[config.mk]
export PLATFORM = sky130hd
export DESIGN_NAME = dram_refresh_keeper
export DESIGN_NICKNAME = d
export VERILOG_FILES = /design/src/rtl/refkeep_pkg.sv /design/src/rtl/refi_timer.sv /design/src/rtl/owe_ledger.sv /design/src/rtl/trc_guard.sv /design/src/rtl/dram_refresh_keeper.sv
export SDC_FILE = /design/constraint.sdc
export NUM_CORES = 1
export LEC_CHECK = 0
export ABC_AREA = 1
export BUFFER_PORTS_ARGS = -buffer_cell sky130_fd_sc_hd__buf_2
export CORE_ASPECT_RATIO = 1.4
export CORE_MARGIN = 10
export CORE_UTILIZATION = 60
export DETAILED_ROUTE_END_ITERATION = 8
export GPL_TIMING_DRIVEN = 0
export PLACE_DENSITY = 0.79
export REMOVE_ABC_BUFFERS = 1
export SLEW_MARGIN = 25
export SYNTH_ARGS = -nofsm -noshare
export SYNTH_HDL_FRONTEND = slang
export SYNTH_SLANG_ARGS = --single-unit
[constraint.sdc]
create_clock -name clk -period 4 [get_ports clk]
set_clock_uncertainty 0.1 [all_clocks]
set_input_delay 0.2 -clock clk [delete_from_list [all_inputs] [get_ports clk]]
set_output_delay 0.2 -clock clk [all_outputs]
set_load 0.02 [all_outputs]
[src/rtl/refkeep_pkg.sv]
package refkeep_pkg;
  typedef enum logic [1:0] {
    ST_RUN   = 2'd0,
    ST_SLEEP = 2'd1,
    ST_WAKE  = 2'd2
  } keep_state_t;
endpackage

[src/rtl/refi_timer.sv]
// Free-running average-interval timer; emits a one-cycle tick every INTERVAL
// clocks while run is high and restarts from a full interval when stopped.
module refi_timer #(
  parameter int INTERVAL = 1037
) (
  input  logic clk,
  input  logic rst_n,
  input  logic run,
  output logic tick
);
  localparam int CNT_W = (INTERVAL > 2) ? $clog2(INTERVAL) : 1;
  localparam logic [CNT_W-1:0] RELOAD = CNT_W'(INTERVAL - 1);

  logic [CNT_W-1:0] cnt;

  always_ff @(posedge clk) begin
    if (!rst_n || !run) begin
      cnt <= RELOAD;
    end else if (cnt == '0) begin
      cnt <= RELOAD;
    end else begin
      cnt <= cnt - 1'b1;
    end
  end

  assign tick = run && (cnt == '0);

  // the count never leaves its legal range
  assert_cnt_range_R2: assert property (@(posedge clk) disable iff (!rst_n)
    cnt <= RELOAD);
endmodule

[src/rtl/owe_ledger.sv]
// Saturating count of postponed refreshes.
module owe_ledger #(
  parameter int MAX_OWED = 8,
  parameter int OWED_W   = 4
) (
  input  logic              clk,
  input  logic              rst_n,
  input  logic              clear,
  input  logic              inc,
  input  logic              dec,
  output logic [OWED_W-1:0] owed,
  output logic              urgent
);
  localparam logic [OWED_W-1:0] CAP = OWED_W'(MAX_OWED);

  always_ff @(posedge clk) begin
    if (!rst_n || clear) begin
      owed <= '0;
    end else begin
      unique case ({inc, dec})
        2'b10:   if (owed != CAP) owed <= owed + 1'b1;
        2'b01:   if (owed != '0)  owed <= owed - 1'b1;
        default: owed <= owed;
      endcase
    end
  end

  assign urgent = (owed == CAP);

  assert_owed_cap_R6: assert property (@(posedge clk) disable iff (!rst_n)
    owed <= CAP);

  assert_pay_one_R4: assert property (@(posedge clk) disable iff (!rst_n)
    (dec && !inc && !clear && owed != '0) |=> (owed == $past(owed) - 1'b1));

  assert_tick_cancel_R4: assert property (@(posedge clk) disable iff (!rst_n)
    (dec && inc && !clear) |=> $stable(owed));
endmodule

[src/rtl/trc_guard.sv]
// Recovery window after an auto refresh: ready drops for HOLD cycles.
module trc_guard #(
  parameter int HOLD = 9
) (
  input  logic clk,
  input  logic rst_n,
  input  logic start,
  output logic ready
);
  localparam int W = $clog2(HOLD + 1);
  localparam logic [W-1:0] LOAD = W'(HOLD);

  logic [W-1:0] cnt;

  always_ff @(posedge clk) begin
    if (!rst_n) begin
      cnt <= '0;
    end else if (start) begin
      cnt <= LOAD;
    end else if (cnt != '0) begin
      cnt <= cnt - 1'b1;
    end
  end

  assign ready = (cnt == '0);

  assert_trc_gap_R5: assert property (@(posedge clk) disable iff (!rst_n)
    start |=> !ready);
endmodule

[src/rtl/dram_refresh_keeper.sv]
module dram_refresh_keeper #(
  parameter int CLK_MHZ  = 133,
  parameter int REFI_NS  = 7800,
  parameter int TRC_NS   = 65,
  parameter int MAX_OWED = 8,
  parameter int OWED_W   = $clog2(MAX_OWED + 1)
) (
  input  logic              clk,
  input  logic              rst_n,
  input  logic              banks_idle,
  input  logic              sleep_req,
  input  logic              ref_grant,
  output logic              ref_req,
  output logic              ref_self,
  output logic              ref_urgent,
  output logic [OWED_W-1:0] ref_owed,
  output logic              cke
);
  import refkeep_pkg::*;

  localparam int REFI_CLK = (CLK_MHZ * REFI_NS) / 1000;
  localparam int TRC_CLK  = (CLK_MHZ * TRC_NS + 999) / 1000;

  keep_state_t state;
  logic wake_pend;
  logic tick, trc_ready;
  logic awake, pending, issue, issue_auto, issue_self;

  assign awake   = (state == ST_RUN);
  assign pending = wake_pend || sleep_req || (ref_owed != '0);
  assign ref_req = awake && banks_idle && trc_ready && pending;
  assign ref_self = ref_req && sleep_req && !wake_pend;

  assign issue      = ref_req && ref_grant;
  assign issue_self = issue && ref_self;
  assign issue_auto = issue && !ref_self;

  refi_timer #(.INTERVAL(REFI_CLK)) u_timer (
    .clk  (clk),
    .rst_n(rst_n),
    .run  (awake),
    .tick (tick)
  );

  owe_ledger #(.MAX_OWED(MAX_OWED), .OWED_W(OWED_W)) u_ledger (
    .clk   (clk),
    .rst_n (rst_n),
    .clear (issue_self),
    .inc   (tick),
    .dec   (issue_auto && !wake_pend),
    .owed  (ref_owed),
    .urgent(ref_urgent)
  );

  trc_guard #(.HOLD(TRC_CLK)) u_trc (
    .clk  (clk),
    .rst_n(rst_n),
    .start(issue_auto),
    .ready(trc_ready)
  );

  always_ff @(posedge clk) begin
    if (!rst_n) begin
      state     <= ST_RUN;
      cke       <= 1'b1;
      wake_pend <= 1'b0;
    end else begin
      unique case (state)
        ST_RUN: begin
          if (issue_self) begin
            state <= ST_SLEEP;
            cke   <= 1'b0;
          end
          if (issue_auto && wake_pend) wake_pend <= 1'b0;
        end
        ST_SLEEP: begin
          if (!sleep_req) begin
            state <= ST_WAKE;
            cke   <= 1'b1;
          end
        end
        ST_WAKE: begin
          state     <= ST_RUN;
          wake_pend <= 1'b1;
        end
        default: begin
          state <= ST_RUN;
          cke   <= 1'b1;
        end
      endcase
    end
  end

  assert_req_idle_R3: assert property (@(posedge clk) disable iff (!rst_n)
    ref_req |-> (banks_idle && cke));

  assert_cke_fall_R8: assert property (@(posedge clk) disable iff (!rst_n)
    $fell(cke) |-> $past(ref_req && ref_grant && ref_self));

  assert_sleep_quiet_R9: assert property (@(posedge clk) disable iff (!rst_n)
    (!cke) |-> (!ref_req && ref_owed == '0));

  assert_wake_gap_R10: assert property (@(posedge clk) disable iff (!rst_n)
    $rose(cke) |-> !ref_req);
endmodule

Word-level counts from Yosys, hierarchy flattened
Cells that the tools add are included.
{ "op_classes": {"add_sub_neg": 4, "n_eq_ne": 11, "muxes": 13, "n_bitwise": 2, "reduce_logical": 33} }
{ "ops": {"columns": ["op", "count"], "rows": [
  ["$mux W4", 4],
  ["$logic_and A1 B1 Y1", 11],
  ["$logic_not A11 Y1", 1],
  ["$sub A11 B1 Y11 const B", 1],
  ["$pmux W4 S2", 1],
  ["$reduce_bool A4 Y1", 2],
  ["$sub A4 B1 Y4 const B", 2],
  ["$ne A2 B1 Y1 const B", 3],
  ["$reduce_and A3 Y1", 2],
  ["$reduce_bool A2 Y1", 3],
  ["$add A4 B1 Y4 const B", 1],
  ["$eq A2 B1 Y1 const B", 2],
  ["$eq A2 B2 Y1 const B", 2],
  ["$eq A4 B4 Y1 const B", 1],
  ["$logic_not A1 Y1", 4],
  ["$logic_not A4 Y1", 1],
  ["$logic_or A1 B1 Y1", 4],
  ["$mux W2", 2],
  ["$ne A2 B2 Y1 const B", 2],
  ["$ne A4 B4 Y1 const B", 1],
  ["$pmux W2 S2", 1],
  ["$reduce_and A2 Y1", 2],
  ["$reduce_or A2 Y1", 2],
  ["$mux W1", 3],
  ["4 further kinds", 5]
]} }
{ "totals": {"register_bits": 23, "elab_cells": 70} }

Longest topological paths before layout
{ "logic_depth": {"ltp_word": 12, "mapped_depth": 16} }

Cells and area by module
Synthesis repeated with hierarchy kept, for this count alone.
{ "unflattened": {"hier_cells": 197, "area_unflattened_um2": 1398.8} }
{ "by_module_without_submodules": {"columns": ["module", "instances", "cells_per_inst", "area_each_um2"], "rows": [
  ["refi_timer", 1, 78, 604.3],
  ["owe_ledger", 1, 54, 327.8],
  ["dram_refresh_keeper", 1, 35, 250.2],
  ["trc_guard", 1, 30, 216.5]
]} }

Least setup slack after synthesis
No wires, ideal clock.
{ "synth_path": {"path_type": "reg2reg", "start": "register u_ledger.owed[3]", "end": "register u_ledger.owed[3]", "setup_ps": 117, "t_arrival_ps": 1853, "required_time_ps": 3783, "setup_slack_ps": 1930, "stages_incl_launch_ff": 8, "n_path_buf": 0, "period_less_slack_ps": 2070, "cell_sequence": "dfxtp_1 > inv_1 > nor4_1 > nor2_1 > nand2_1 > nand2_1 > o21ai_0 > nor2_1"} }
{ "synth_via": {"elab_chain_len": 11} }
{ "synth_rtl": {"columns": ["item", "line_no", "rtl"], "rows": [
  ["start, declared", "owe_ledger.sv:11", "output logic [OWED_W-1:0] owed,"],
  ["start signal, assigned", "owe_ledger.sv:21", "2'b10: if (owed != CAP) owed <= owed + 1'b1;"],
  ["start signal, assigned", "owe_ledger.sv:22", "2'b01: if (owed != '0) owed <= owed - 1'b1;"],
  ["start signal, assigned", "owe_ledger.sv:23", "default: owed <= owed;"],
  ["$reduce_bool A4 Y1", "owe_ledger.sv:22, dram_refresh_keeper.sv:30", null],
  ["$logic_or A1 B1 Y1", "dram_refresh_keeper.sv:30", "assign pending = wake_pend || sleep_req || (ref_owed != '0);"],
  ["$logic_and A1 B1 Y1", "dram_refresh_keeper.sv:31", "assign ref_req = awake && banks_idle && trc_ready && pending;"],
  ["$logic_and A1 B1 Y1 (2 in a row)", "dram_refresh_keeper.sv:32", "assign ref_self = ref_req && sleep_req && !wake_pend;"],
  ["$logic_not A1 Y1", "dram_refresh_keeper.sv:36", "assign issue_auto = issue && !ref_self;"],
  ["$logic_and A1 B1 Y1", "dram_refresh_keeper.sv:36", null],
  ["$logic_and A1 B1 Y1", "dram_refresh_keeper.sv:50", ".dec (issue_auto && !wake_pend),"],
  ["$eq A2 B2 Y1 or $eq A2 B1 Y1 (tied branches)", "owe_ledger.sv:20", "unique case ({inc, dec})"],
  ["$ne A2 B1 Y1 (no source line), or another cell as far along", null, null],
  ["$reduce_and A3 Y1 (no source line)", null, null]
]} }
Several ways; a longest one is shown, not always the timed one. The select of a mux whose other input is x is not followed.
A chain may end at the register's enable or synchronous reset.

Final worst setup path
{ "layout_path": {"start": "register u_trc.cnt[0]", "end": "register u_ledger.owed[2]"} }
{ "layout_via": {"elab_chain_len": 11} }
{ "layout_rtl": {"columns": ["item", "line_no", "rtl"], "rows": [
  ["start, declared", "trc_guard.sv:13", "logic [W-1:0] cnt;"],
  ["start signal, assigned", "trc_guard.sv:21", "cnt <= cnt - 1'b1;"],
  ["$logic_not A4 Y1 (*)", "trc_guard.sv:25", "assign ready = (cnt == '0);"],
  ["$logic_and A1 B1 Y1 (*) (2 in a row)", "dram_refresh_keeper.sv:31", null],
  ["$logic_and A1 B1 Y1 (2 in a row)", "dram_refresh_keeper.sv:32", null],
  ["$logic_not A1 Y1", "dram_refresh_keeper.sv:36", null],
  ["$logic_and A1 B1 Y1", "dram_refresh_keeper.sv:36", null],
  ["$logic_and A1 B1 Y1", "dram_refresh_keeper.sv:50", null],
  ["$eq A2 B2 Y1 or $eq A2 B1 Y1 (tied branches)", "owe_ledger.sv:20", null],
  ["$ne A2 B1 Y1 (no source line), or another cell as far along", null, null],
  ["$reduce_and A3 Y1 (no source line)", null, null]
]} }
Every way passes the cells marked *; elsewhere a longest branch is shown, timed or not.

==> flow_metrics.py <==
metrics = {
    "sta": {
        "max_freq_mhz": 435,
        "finalSetupViolCount": 0,
        "worstMarginPinSlew_ns": 0.481,
        "timing.final.crit_share": 0.574,
        "hold_viol_final": 0,
        "slew_headroom": 0.677,
        "finalMaxSlewViolations": 0,
        "setup_slack_ns": 1.70,
        "tns_ns": 0,
        "period_minus_slack_ns": 2.30,
        "rsz0062_at_grt": "false",
    },
    "synthesis": {
        "synth-simple-area-share": 0.311,
        "synth_area_leader_cell": "dfxtp_1",
        "synth_warnings": 0,
        "syn_inst": 165,
        "yosysTopAreaCellShare": 0.387,
        "synth.avg_cell_area_um2": 7.21,
        "synth.area.mux_share": 0,
        "synth-adder-area-share": 0.0526,
        "yosysSeqAreaShare": 0.387,
        "synth_top_family_by_area": "simple AND/OR/NAND/NOR gates",
        "synth.ff_latch_count": 23,
        "synthesis.area_um2": 1190,
        "synth_xor_area_frac": 0.0515,
        "synth_cell_type_count": 26,
        "yosys-top-cells-area": "dfxtp_1, inv_1, nand2_1, nor2_1, ha_1",
        "synth_compound_area_frac": 0.113,
    },
    "run_status": {
        "outcome": "finished, final reports clean",
    },
    "detailed_routing": {
        "wl_per_cell_um": 11.1,
        "drt_pass1_iterations": 2,
        "drc": 0,
        "antenna_left": 0,
        "drtIter0Drc": 14,
        "wirelength_mm": 2.26,
        "detail_route.vias_per_cell": 5.17,
        "via_count": 1049,
    },
    "clock_tree": {
        "clkTransAtPathRegs_ns": 0.12,
        "cts_inserted_buffers": 3,
        "cts.path.max_buffers": 2,
        "htreeDepth": 1,
        "cts_root_buf": "clkbuf_4",
        "cts_resized": 0,
        "tritoncts": "done",
        "insertion_delay_ns": 0.29,
        "clock-sinks": 23,
    },
    "cells_and_area": {
        "drive_gt1_frac": 0.143,
        "layout_commonest_cell": "inv_1",
        "final_cell_mix": "inv_1, nand2_1, dfxtp_1, nor2_1",
        "area_delta_synth_final_pct": 10.3,
        "fin_area_um2": 1310,
        "fillers": 170,
        "fin_util": 0.682,
        "num-nets-final": 193,
        "antennaDiodeCount": 0,
    },
    "worst_setup_path": {
        "path_buf_inv": 4,
        "cp_max_fo": 6,
        "cp_slowest_cell": "dfxtp_1",
        "crit_type": "flip-flop to flip-flop",
        "max_stage_delay_ns": 0.31,
        "path_cells": "inv_1, ha_1, nand2_1, nor2_2, nand4_1, inv_1, nand2_2, nor2_2, inv_1, nand2_1, inv_1, ha_1, o21ai_0, a31oi_1",
        "required_ns": 4.10,
        "cpMostUsedCell": "inv_1",
        "worstSetupEndpointType": "flip-flop",
        "reg2reg_depth": 14,
        "path_delay_family": "simple AND/OR/NAND/NOR gates",
        "path_depth": 14,
        "cp-start-kind": "flip-flop",
        "arrival_ns": 2.39,
    },
    "worst_hold_path": {
        "hold_depth": 2,
        "hold_path.class": "input pin to flip-flop",
    },
    "power_and_ir_drop": {
        "power.internal_uw": 382,
        "switching_share": 0.341,
        "pwr-share-seq": 0.487,
        "power_uw": 579,
        "ir_worst_vdd_uv": 338,
        "clockPowerShare": 0.176,
        "total_switching_power_uw": 198,
        "powerDensity_nw_per_um2": 442,
        "combPwrFrac": 0.337,
        "total_leakage_power_nw": 0.604,
    },
    "grt": {
        "grt_max_degree": 13,
        "grt_overflow": 0,
        "grtUsageTotal": 0.113,
        "grt_pass1_wl_mm": 4.01,
        "antenna_found_initial": 0,
        "grt_pass1_vias": 1029,
    },
    "die": {
        "core_um2": 1930,
        "start_util": 0.618,
        "dieArea_um2": 4190,
        "pin_count": 13,
        "rows": 19,
        "chipWidth_um": 57.6,
        "die_y_um": 72.7,
    },
    "place": {
        "io_buffers": 12,
        "gp_congestion": 0.883,
        "place_area_um2": 1280,
        "hpwl_mm": 1.90,
        "pre_cts_slack_ns": 1.71,
    },
    "flow_run": {
        "max_cap_violations": 0,
    },
}
[layer usage]
metal  up-vias  part of all wire  global-route usage  routed length, um
met2        11              0.51               0.207               1160
met3         2             0.048              0.0261                109
met1       472              0.43               0.121                972
met4         0            0.0062              0.0366                 14
li1        564                 -                   -                  -
met5         -                 0                   0                  0
[registers in the layout, summed over array words and instances, names as in the netlist]
register and flops:
u_ledger.owed 4, cke 1, u_timer.cnt 11, state 2
u_trc.cnt 4, wake_pend 1
[worst register-to-register path: cells and delay by family, from the launching register on]
family,cells,cell delay [ns]
fa+ha+maj,2,0.36
buf+inv,4,0.38
compound gates,2,0.27
simple gates,6,0.79
flops,1,0.31
[layout make-up]
cell class / instances / area [um2] / area share
multi-input cells: 115 / 628 / 0.479
flip-flops and latches: 23 / 460 / 0.351
inverters: 27 / 101 / 0.0772
repair buffers: 13 / 70.1 / 0.0534
clock buffers: 4 / 26.3 / 0.0200
well taps: 21 / 26.3 / 0.0200
[power groups by stage]
stage	Sequential (mW)	Combinational, mW	Clock (mW)
final	0.282	0.195	0.102
after global placement	0.285	0.178	0
after global routing	0.287	0.223	0.113
after detailed placement	0.287	0.195	0
after CTS	0.282	0.197	0.106
after floorplan	0.284	0.154	0
[timing repair]
action / 4_1_cts / 5_1_grt
endpoints found under the hold margin: 1 / 0
setup buffers: 0 / 0
hold buffers: 1 / 0
[worst paths after layout]
kind,from,slack (ns),to
hold / removal,rst_n,0.04,cke$_SDFFE_PN1P_
setup / recovery,u_trc.cnt[0]$_SDFFE_PN0P_,1.70,u_ledger.owed[2]$_SDFFE_PP0P_
setup reg to reg,u_trc.cnt[0]$_SDFFE_PN0P_,1.70,u_ledger.owed[2]$_SDFFE_PP0P_
hold reg to reg,u_timer.cnt[0]$_SDFF_PP0_,0.35,u_timer.cnt[0]$_SDFF_PP0_
[cells by family (layout without fill, tap and decap cells)]
family                   count (synthesis)  count (layout)
buffers and inverters                   27              44
AND/OR/NAND/NOR                         79              79
adder cells (fa/ha/maj)                  5               5
flip-flops                              23              23
XOR/XNOR                                 7               7
AO/OA/AOI/OAI                           24              24
[synthesized netlist by cell type, drive strengths merged]
| cell type | number |
|---|---|
| o211ai | 2 |
| xor2 | 3 |
| nor4 | 3 |
| o21a | 1 |
| ha | 5 |
| nor3 | 5 |
| nand2 | 26 |
| nor2 | 27 |
| nand3 | 11 |
| xnor2 | 4 |
| inv | 27 |
| o21ai | 6 |
| or2 | 3 |
| a21oi | 12 |
| nand4 | 2 |
| dfxtp | 23 |
| a31oi | 1 |
| nand3b | 1 |
| or3 | 1 |
| o31ai | 1 |
| o21bai | 1 |
[stage by stage]
stage / hold slack (ns) / std cells
6_report: 0.0424 / 203
2_1_floorplan: 0.177 / 165
3_5_place_dp: 0.304 / 198
5_1_grt: 0.0374 / 203
4_1_cts: 0.0412 / 203
3_3_place_gp: 0.302 / 198
No activity file was read; power rests on OpenSTA's default activity.
